<file path="config.mk">
export PLATFORM = sky130hd
export DESIGN_NAME = twostage_wdog
export DESIGN_NICKNAME = d
export VERILOG_FILES = /design/src/rtl/wdog_pkg.sv /design/src/rtl/wdog_regs.sv /design/src/rtl/wdog_count.sv /design/src/rtl/twostage_wdog.sv
export SDC_FILE = /design/constraint.sdc
export NUM_CORES = 1
export LEC_CHECK = 0
export BUFFER_PORTS_ARGS = -buffer_cell sky130_fd_sc_hd__buf_4
export CORE_UTILIZATION = 32
export DETAILED_ROUTE_END_ITERATION = 16
export PLACE_DENSITY = 0.5
export SYNTH_ARGS = -nofsm -noshare
export SYNTH_HDL_FRONTEND = slang
export SYNTH_SLANG_ARGS = --single-unit
</file>
<file path="constraint.sdc">
create_clock -name clk -period 2.26 [get_ports clk]
set_input_delay 0.226 -clock clk [delete_from_list [all_inputs] [get_ports clk]]
set_output_delay 0.226 -clock clk [all_outputs]
set_load 0.05 [all_outputs]
</file>
<file path="src/rtl/wdog_pkg.sv">
package wdog_pkg;
  localparam logic [11:0] OFS_LOAD  = 12'h000;
  localparam logic [11:0] OFS_COUNT = 12'h004;
  localparam logic [11:0] OFS_CTRL  = 12'h008;
  localparam logic [11:0] OFS_CLR   = 12'h00C;
  localparam logic [11:0] OFS_RAW   = 12'h010;
  localparam logic [11:0] OFS_MASK  = 12'h014;
  localparam logic [11:0] OFS_LOCK  = 12'hC00;
  localparam logic [31:0] UNLOCK_KEY = 32'h1ACC_E551;

  typedef struct packed {
    logic reload;   // restart count from reloadVal
    logic clrIrq;   // drop pending interrupt
  } wdStrobe_t;
endpackage

</file>
<file path="src/rtl/wdog_regs.sv">
module wdog_regs
  import wdog_pkg::*;
#(
  parameter int DATA_W = 32,
  parameter int ADDR_W = 12
) (
  input  logic              clk,
  input  logic              rstN,
  input  logic [ADDR_W-1:0] busAddr,
  input  logic              busWe,
  input  logic [DATA_W-1:0] busWdata,
  output logic [DATA_W-1:0] busRdata,
  input  logic [DATA_W-1:0] cntVal,
  input  logic              irqRaw,
  output logic [DATA_W-1:0] reloadVal,
  output logic              runEn,
  output logic              rstEn,
  output logic              lockedQ,
  output logic [1:0]        ctrlQ,
  output wdStrobe_t         strobe
);
  localparam logic [DATA_W-1:0] LOAD_MIN = DATA_W'(1);

  logic [DATA_W-1:0] loadQ;
  logic [DATA_W-1:0] wdataClamped;
  logic              writeOk;
  logic              hitLoad, hitCtrl, hitClr, hitLock;

  assign hitLoad = (busAddr == ADDR_W'(OFS_LOAD));
  assign hitCtrl = (busAddr == ADDR_W'(OFS_CTRL));
  assign hitClr  = (busAddr == ADDR_W'(OFS_CLR));
  assign hitLock = (busAddr == ADDR_W'(OFS_LOCK));

  assign writeOk      = busWe && !lockedQ;
  assign wdataClamped = (busWdata == '0) ? LOAD_MIN : busWdata;

  always_ff @(posedge clk) begin
    if (!rstN) begin
      lockedQ <= 1'b0;
      ctrlQ   <= 2'b00;
      loadQ   <= '1;
    end else begin
      if (busWe && hitLock)   lockedQ <= (busWdata != DATA_W'(UNLOCK_KEY));
      if (writeOk && hitLoad) loadQ   <= wdataClamped;
      if (writeOk && hitCtrl) ctrlQ   <= busWdata[1:0];
    end
  end

  assign runEn = ctrlQ[0];
  assign rstEn = ctrlQ[1];

  always_comb begin
    strobe        = '0;
    strobe.reload = writeOk && (hitLoad || hitClr);
    strobe.clrIrq = writeOk && hitClr;
  end

  assign reloadVal = (writeOk && hitLoad) ? wdataClamped : loadQ;

  always_comb begin
    busRdata = '0;
    case (busAddr)
      ADDR_W'(OFS_LOAD):  busRdata = loadQ;
      ADDR_W'(OFS_COUNT): busRdata = cntVal;
      ADDR_W'(OFS_CTRL):  busRdata = DATA_W'(ctrlQ);
      ADDR_W'(OFS_RAW):   busRdata = DATA_W'(irqRaw);
      ADDR_W'(OFS_MASK):  busRdata = DATA_W'(irqRaw && runEn);
      ADDR_W'(OFS_LOCK):  busRdata = DATA_W'(lockedQ);
      default:            busRdata = '0;
    endcase
  end
endmodule

</file>
<file path="src/rtl/wdog_count.sv">
module wdog_count
  import wdog_pkg::*;
#(
  parameter int DATA_W = 32
) (
  input  logic              clk,
  input  logic              rstN,
  input  wdStrobe_t         strobe,
  input  logic [DATA_W-1:0] reloadVal,
  input  logic              runEn,
  input  logic              rstEn,
  output logic [DATA_W-1:0] cntVal,
  output logic              irqRaw,
  output logic              sysRstQ
);
  logic expire;

  assign expire = runEn && (cntVal == '0) && !strobe.reload;

  always_ff @(posedge clk) begin
    if (!rstN) begin
      cntVal  <= '1;
      irqRaw  <= 1'b0;
      sysRstQ <= 1'b0;
    end else begin
      if (strobe.reload)     cntVal <= reloadVal;
      else if (expire)       cntVal <= reloadVal;
      else if (runEn)        cntVal <= cntVal - 1'b1;

      if (strobe.clrIrq)     irqRaw <= 1'b0;
      else if (expire)       irqRaw <= 1'b1;

      if (expire && irqRaw && rstEn) sysRstQ <= 1'b1;
    end
  end
endmodule

</file>
<file path="src/rtl/twostage_wdog.sv">
module twostage_wdog
  import wdog_pkg::*;
#(
  parameter int DATA_W = 32,
  parameter int ADDR_W = 12
) (
  input  logic              clk,
  input  logic              rstN,
  input  logic [ADDR_W-1:0] busAddr,
  input  logic              busWe,
  input  logic [DATA_W-1:0] busWdata,
  output logic [DATA_W-1:0] busRdata,
  output logic              irqOut,
  output logic              sysRstOut
);
  wdStrobe_t         strobe;
  logic [DATA_W-1:0] reloadVal;
  logic [DATA_W-1:0] cntVal;
  logic              irqRaw, runEn, rstEn, lockedQ;
  logic [1:0]        ctrlQ;

  wdog_regs #(.DATA_W(DATA_W), .ADDR_W(ADDR_W)) u_regs (
    .clk(clk), .rstN(rstN), .busAddr(busAddr), .busWe(busWe),
    .busWdata(busWdata), .busRdata(busRdata), .cntVal(cntVal),
    .irqRaw(irqRaw), .reloadVal(reloadVal), .runEn(runEn),
    .rstEn(rstEn), .lockedQ(lockedQ), .ctrlQ(ctrlQ), .strobe(strobe)
  );

  wdog_count #(.DATA_W(DATA_W)) u_count (
    .clk(clk), .rstN(rstN), .strobe(strobe), .reloadVal(reloadVal),
    .runEn(runEn), .rstEn(rstEn), .cntVal(cntVal), .irqRaw(irqRaw),
    .sysRstQ(sysRstOut)
  );

  assign irqOut = irqRaw && runEn;
endmodule

</file>
* Word-level counts from Yosys, hierarchy flattened
Cells that the tools add are included.
** Word-level totals
- Bits in registers :: 69
- Word-level logic and storage cells :: 40
** Cells by class
- Reductions and logical operators :: 19
- Muxes and demuxes :: 6
- Bitwise gates (word level) :: 1
- Add/subtract/negate cells :: 1
- Equality and inequality tests :: 7
** Operators with widths (count)
- one-hot mux 32 bit (6 select lines) :: 1
- two-way mux 32 bit :: 5
- logical NOT 32 bit :: 2
- != test 32 x 29 -> 1 bit (second input constant) :: 1
- subtractor 32 x 1 -> 32 bit (second input constant) :: 1
- equality test 12 x 4 -> 1 bit (second input constant) :: 2
- equality test 12 x 5 -> 1 bit (second input constant) :: 2
- equality test 12 bit (second input constant) :: 1
- equality test 12 x 3 -> 1 bit (second input constant) :: 1
- logical NOT 12 bit :: 1
- logical AND 1 bit :: 11
- nonzero test 3 bit :: 1
- logical NOT 1 bit :: 2
- OR reduction 2 bit :: 1
- logical OR 1 bit :: 1
- NOT 1 bit :: 1

* Longest topological paths before layout
- Word-level depth :: 7
- Gate-level depth with buffers :: 9
- Depth with buffers taken out :: 8

* Cells and area by module
From an unflattened synthesis, not the netlist that was laid out.
** Unflattened totals
- Cell total of the unflattened synthesis :: 492
- Area total of the unflattened synthesis :: 4446.8 µm²
** Modules (own cells, without submodules)
- wdog_regs :: area an instance 2230.9 µm², cells each 208, instances 1
- wdog_count :: area an instance 2209.6 µm², cells each 283, instances 1
- twostage_wdog :: area an instance 6.3 µm², cells each 1, instances 1

* Worst setup path after synthesis
No wires, ideal clock.
- Kind :: input to output
- Start :: in busAddr[9]
- End :: out busRdata[10]
- Stages :: 5
- Arrival time :: 2.135 ns
- Buffers on the path :: 1
- Path slack :: -0.101 ns
- Cells stage by stage :: nor4_2 -> nand3_1 -> nor4b_1 -> clkbuf_1 -> a22o_1
** Between the ends
- Word-level cells in the longest chain between the ends :: 2
** RTL lines
- start: declaration :: RTL line twostage_wdog.sv:9 : input logic [ADDR_W-1:0] busAddr,
- equality test 12 bit, or another cell as far along :: RTL line wdog_regs.sv:62 : case (busAddr)
- one-hot mux 32 bit (6 select lines) * :: RTL line wdog_regs.sv:62
- end: declaration :: RTL line twostage_wdog.sv:12 : output logic [DATA_W-1:0] busRdata,
Every way passes the cells marked *; elsewhere a longest branch is shown, timed or not.

* Worst setup path after layout
- Start :: reg u_count.cntVal[1]
- End :: reg u_count.cntVal[23]
** Between the ends
- Word-level cells in the longest chain between the ends :: 5
** RTL lines
- start: declaration :: RTL line wdog_count.sv:12 : output logic [DATA_W-1:0] cntVal,
- start signal: assignment :: RTL line wdog_count.sv:26 : if (strobe.reload) cntVal <= reloadVal;
- start signal: assignment :: RTL line wdog_count.sv:27 : else if (expire) cntVal <= reloadVal;
- start signal: assignment :: RTL line wdog_count.sv:28 : else if (runEn) cntVal <= cntVal - 1'b1;
- parallel branches: the longest is 5 deep, another holds subtractor 32 x 1 -> 32 bit
Several ways; the timed one is not identified. The select of a mux whose other input is x is not followed.
A chain may end at the register's enable or synchronous reset.

==> summary.txt <==
Power and ir drop
  – Pwr dens: between 400 and 500 mW/mm2
  – Clk pwr share: 0.483
  – Sw frac: 0.237
  – Pint: 2.16 mW
  – Seq pwr share: 0.436
  – Psw: 0.673 mW
  – Comb pwr share: 0.080
  – Worst VDD drop: between 200 and 300 uV
  – LEAKAGE: approximately 2.6 nW

Clock tree
  – CTS tree: built
  – Reg clk slew, reported paths: 0.06 ns
  – Deepest clock path buffer count: 2
  – Clock Latency Late Sink: 0.35 ns
  – CTS sink count: slightly below 70
  – Root Driver: clkbuf_16
  – H-tree depth: 3
  – Number of buffers created by CTS: 9
  – # hold bufs at CTS: 0

Yosys
  – Post-Synthesis Cells: 507
  – Largest area contributor in the netlist: dfxtp_1
  – Top-area cell type share of the netlist area: 0.332
  – Syn Nets: 555
  – Synth Area in Compound Gates: 0.197
  – Count of flip-flops with a built-in enable after synthesis: 0
  – Synth area leaders: dfxtp_1, mux2i_1, a22o_1, nand2_1, nor3_1
  – Main synth FF type: dfxtp_1
  – Xor and xnor fraction of the mapped netlist area: 0.00843
  – Adder-cell share of the synthesized area: 0.00301
  – Number of synthesized register bits: 69
  – Cell variety after synth: 65
  – Synth warnings: 0
  – Mux contribution to synthesized area: 0.105
  – Largest family of logic cells by synthesized area: simple AND/OR/NAND/NOR gates
  – Post-Syn Area per Cell: 8.20 um2
  – Post-Synth Simple-Gate Area: 0.309
  – Post-synthesis sequential area ratio: 0.332
  – Cell area after synthesis: 0.00416 mm2
  – Post-synth ARST share: 0

Drt
  – DRC: 0
  – Total Wirelength: 16,400 um
  – Post-route ant nets: 0
  – Vias: 4,646
  – 1st-pass router iterations: 5
  – Via density: 5.57
  – Initial DRC Count: 412
  – Wire length per cell: 19.7 um

Place
  – GPL Wtd Cong: 0.859
  – Placed Instance Area: 0.00563 mm2
  – Detailed Place HPWL: roughly 12,000 um
  – Port buffer count: 80

Die
  – Io pins: 81
  – Die Y: about 120 um
  – Num rows: 41
  – Die Span X: 116 um
  – Initial Utilization: 0.329
  – Die area: 0.0134 mm2
  – Core area: 0.0126 mm2

Layout
  – Antenna Cells: 0
  – Layout cells sized above 1: 0.414
  – Design Area, Final: approximately 0.0061 mm2
  – NumNets Final: between 700 and 800
  – Final core area utilization: 0.480
  – Fillers: around 1,300
  – Area delta synth->final: 45.6%

Timing
  – Final hold slack: between 0.1 and 0.15 ns
  – Relative slew slack: 0.557
  – Final Hold Viols: 0
  – Final Cycle Share: 1.00
  – Max-slew violations: 0
  – Final setup viols: 0
  – Unrepaired setup endpoints after global routing: yes
  – Maximum clock rate: 443 MHz
  – Fin crit period: 2.26 ns
  – Fin Clk Skew: about 0.0036 ns
  – Least-Margin Pin Slew: 0.661 ns

Run
  – Max Cap Violations: 0

Hold path
  – Hold Crit Class: input pin to flop

Critical path
  – CP Max Fanout: 5
  – Crit path launch type: flop
  – WP data arrival: 2.53 ns
  – Top delay family on crit path: simple AND/OR/NAND/NOR gates
  – Setup crit end kind: flop
  – CP max stage delay: 0.49 ns
  – Worst Path Buf+Inv: 1
  – CP Cell Sequence: inv_2 -> ha_4 -> or4b_4 -> nor4_4 -> nand4_2 -> nand2_4 -> mux2_4 -> o31ai_4
  – Critical-path cell with the highest stage delay: or4b_4
  – Req. time, crit path: roughly 2.5 ns
  – CP Class: flop to flop

Global routing
  – Vias in the first global route: 4,360
  – Initial antenna violation count: 0
  – Grt total ovfl: 0
  – First-pass GRT wire length: 25,100 um
  – GRT Resource Usage Total: 0.254
  – Largest net degree at the start of global routing: 36

Outcome
  – Status: finished clean
[synth_stat cells, types with 5 or more instances]
library cell,number
a211oi_1,5
a21oi_1,11
a22o_1,34
a31oi_1,8
and2_1,10
and3_1,5
clkbuf_1,26
dfxtp_1,69
inv_1,10
mux2_2,7
mux2i_1,33
nand2_1,57
nand3_1,19
nand4_1,14
nor2_1,38
nor3_1,30
nor4_1,20
o21ai_0,21
o31ai_1,8
or2_2,7
or4_1,5
[cell usage in the layout, fill, tap and decap left out, drive strengths merged, types with 19 or more instances in the layout]
cell,count
nand3,19
dfxtp,69
nor4,22
o21ai,21
mux2i,33
a22o,34
nor3,32
nor2,39
nand2,58
buf,174
[tightest hold or removal path, delay by kind of cell]
kind                   cells  cell delay [ns]
buffers and inverters      1             0.09
AND/OR/NAND/NOR            1             0.06
multiplexers               1             0.07
[flip-flops by register name (all words and copies together), names as in the netlist]
name and count:
u_regs.ctrlQ 2, u_count.irqRaw 1, u_regs.loadQ 32, u_count.cntVal 32, u_regs.lockedQ 1, u_count.sysRstQ 1
[final cells by class]
cell class,instances,area (um2),share of cell area
multi-input cells,394,2760,0.455
flip-flops and latches,69,1380,0.229
repair buffers,174,1380,0.228
clock buffers,14,274,0.0453
well taps,172,215,0.0356
inverters,10,37.5,0.00620
clock inverters,1,5.00,0.000827
[power by group through the flow]
stage	sequential (mW)	combinational, mW	clock, mW
6_report	1.24	0.228	1.37
5_1_grt	1.24	0.244	1.43
4_1_cts	1.24	0.219	1.39
3_5_place_dp	1.26	0.215	0
3_3_place_gp	1.26	0.212	0
2_1_floorplan	1.27	0.0874	0
[routing by layer]
layer | up-vias | global-route usage | part of all wire
met5 | - | 0 | 0
met4 | 0 | 0.101 | 0.028
met3 | 25 | 0.0350 | 0.054
met2 | 160 | 0.404 | 0.46
met1 | 2242 | 0.345 | 0.46
li1 | 2219 | - | -
[per-stage QoR]
stage               worst slack, ns  setup TNS [ns]  cells  power, mW
global placement             -0.126          -0.740    813       1.48
floorplan                  0.000338               0    507       1.35
global route                -0.0772          -0.422    834       2.91
CTS                         -0.0363         -0.0896    831       2.84
finish                      0.00102               0    834       2.84
detailed placement          -0.0842          -0.616    813       1.48
[kinds of logic after synthesis]
logic type      after synthesis
compound gates              110
xor+xnor                      4
fa+ha+maj                     1
buf+inv                      44
flops                        69
mux                          42
simple gates                237
[final timing paths]
kind / start / endpoint / slack [ns] / depth (start not counted)
worst max-delay path: u_count.cntVal[1] / u_count.cntVal[23] / 0.001 / 8
worst min-delay path: busWdata[5] / u_regs.loadQ[5] / 0.13 / 3
worst max register to register: u_count.cntVal[1] / u_count.cntVal[23] / 0.001 / 8
worst min register to register: u_count.sysRstQ / u_count.sysRstQ / 0.47 / 2
[what timing repair did]
| action | in CTS | in global routing |
|---|---|---|
| buffers inserted | 3 | 3 |
| setup endpoints to repair | 19 | 29 |
| resized for setup | 6 | 26 |
| pin swaps | 4 | 7 |
No activity file was read; power rests on OpenSTA's default activity.
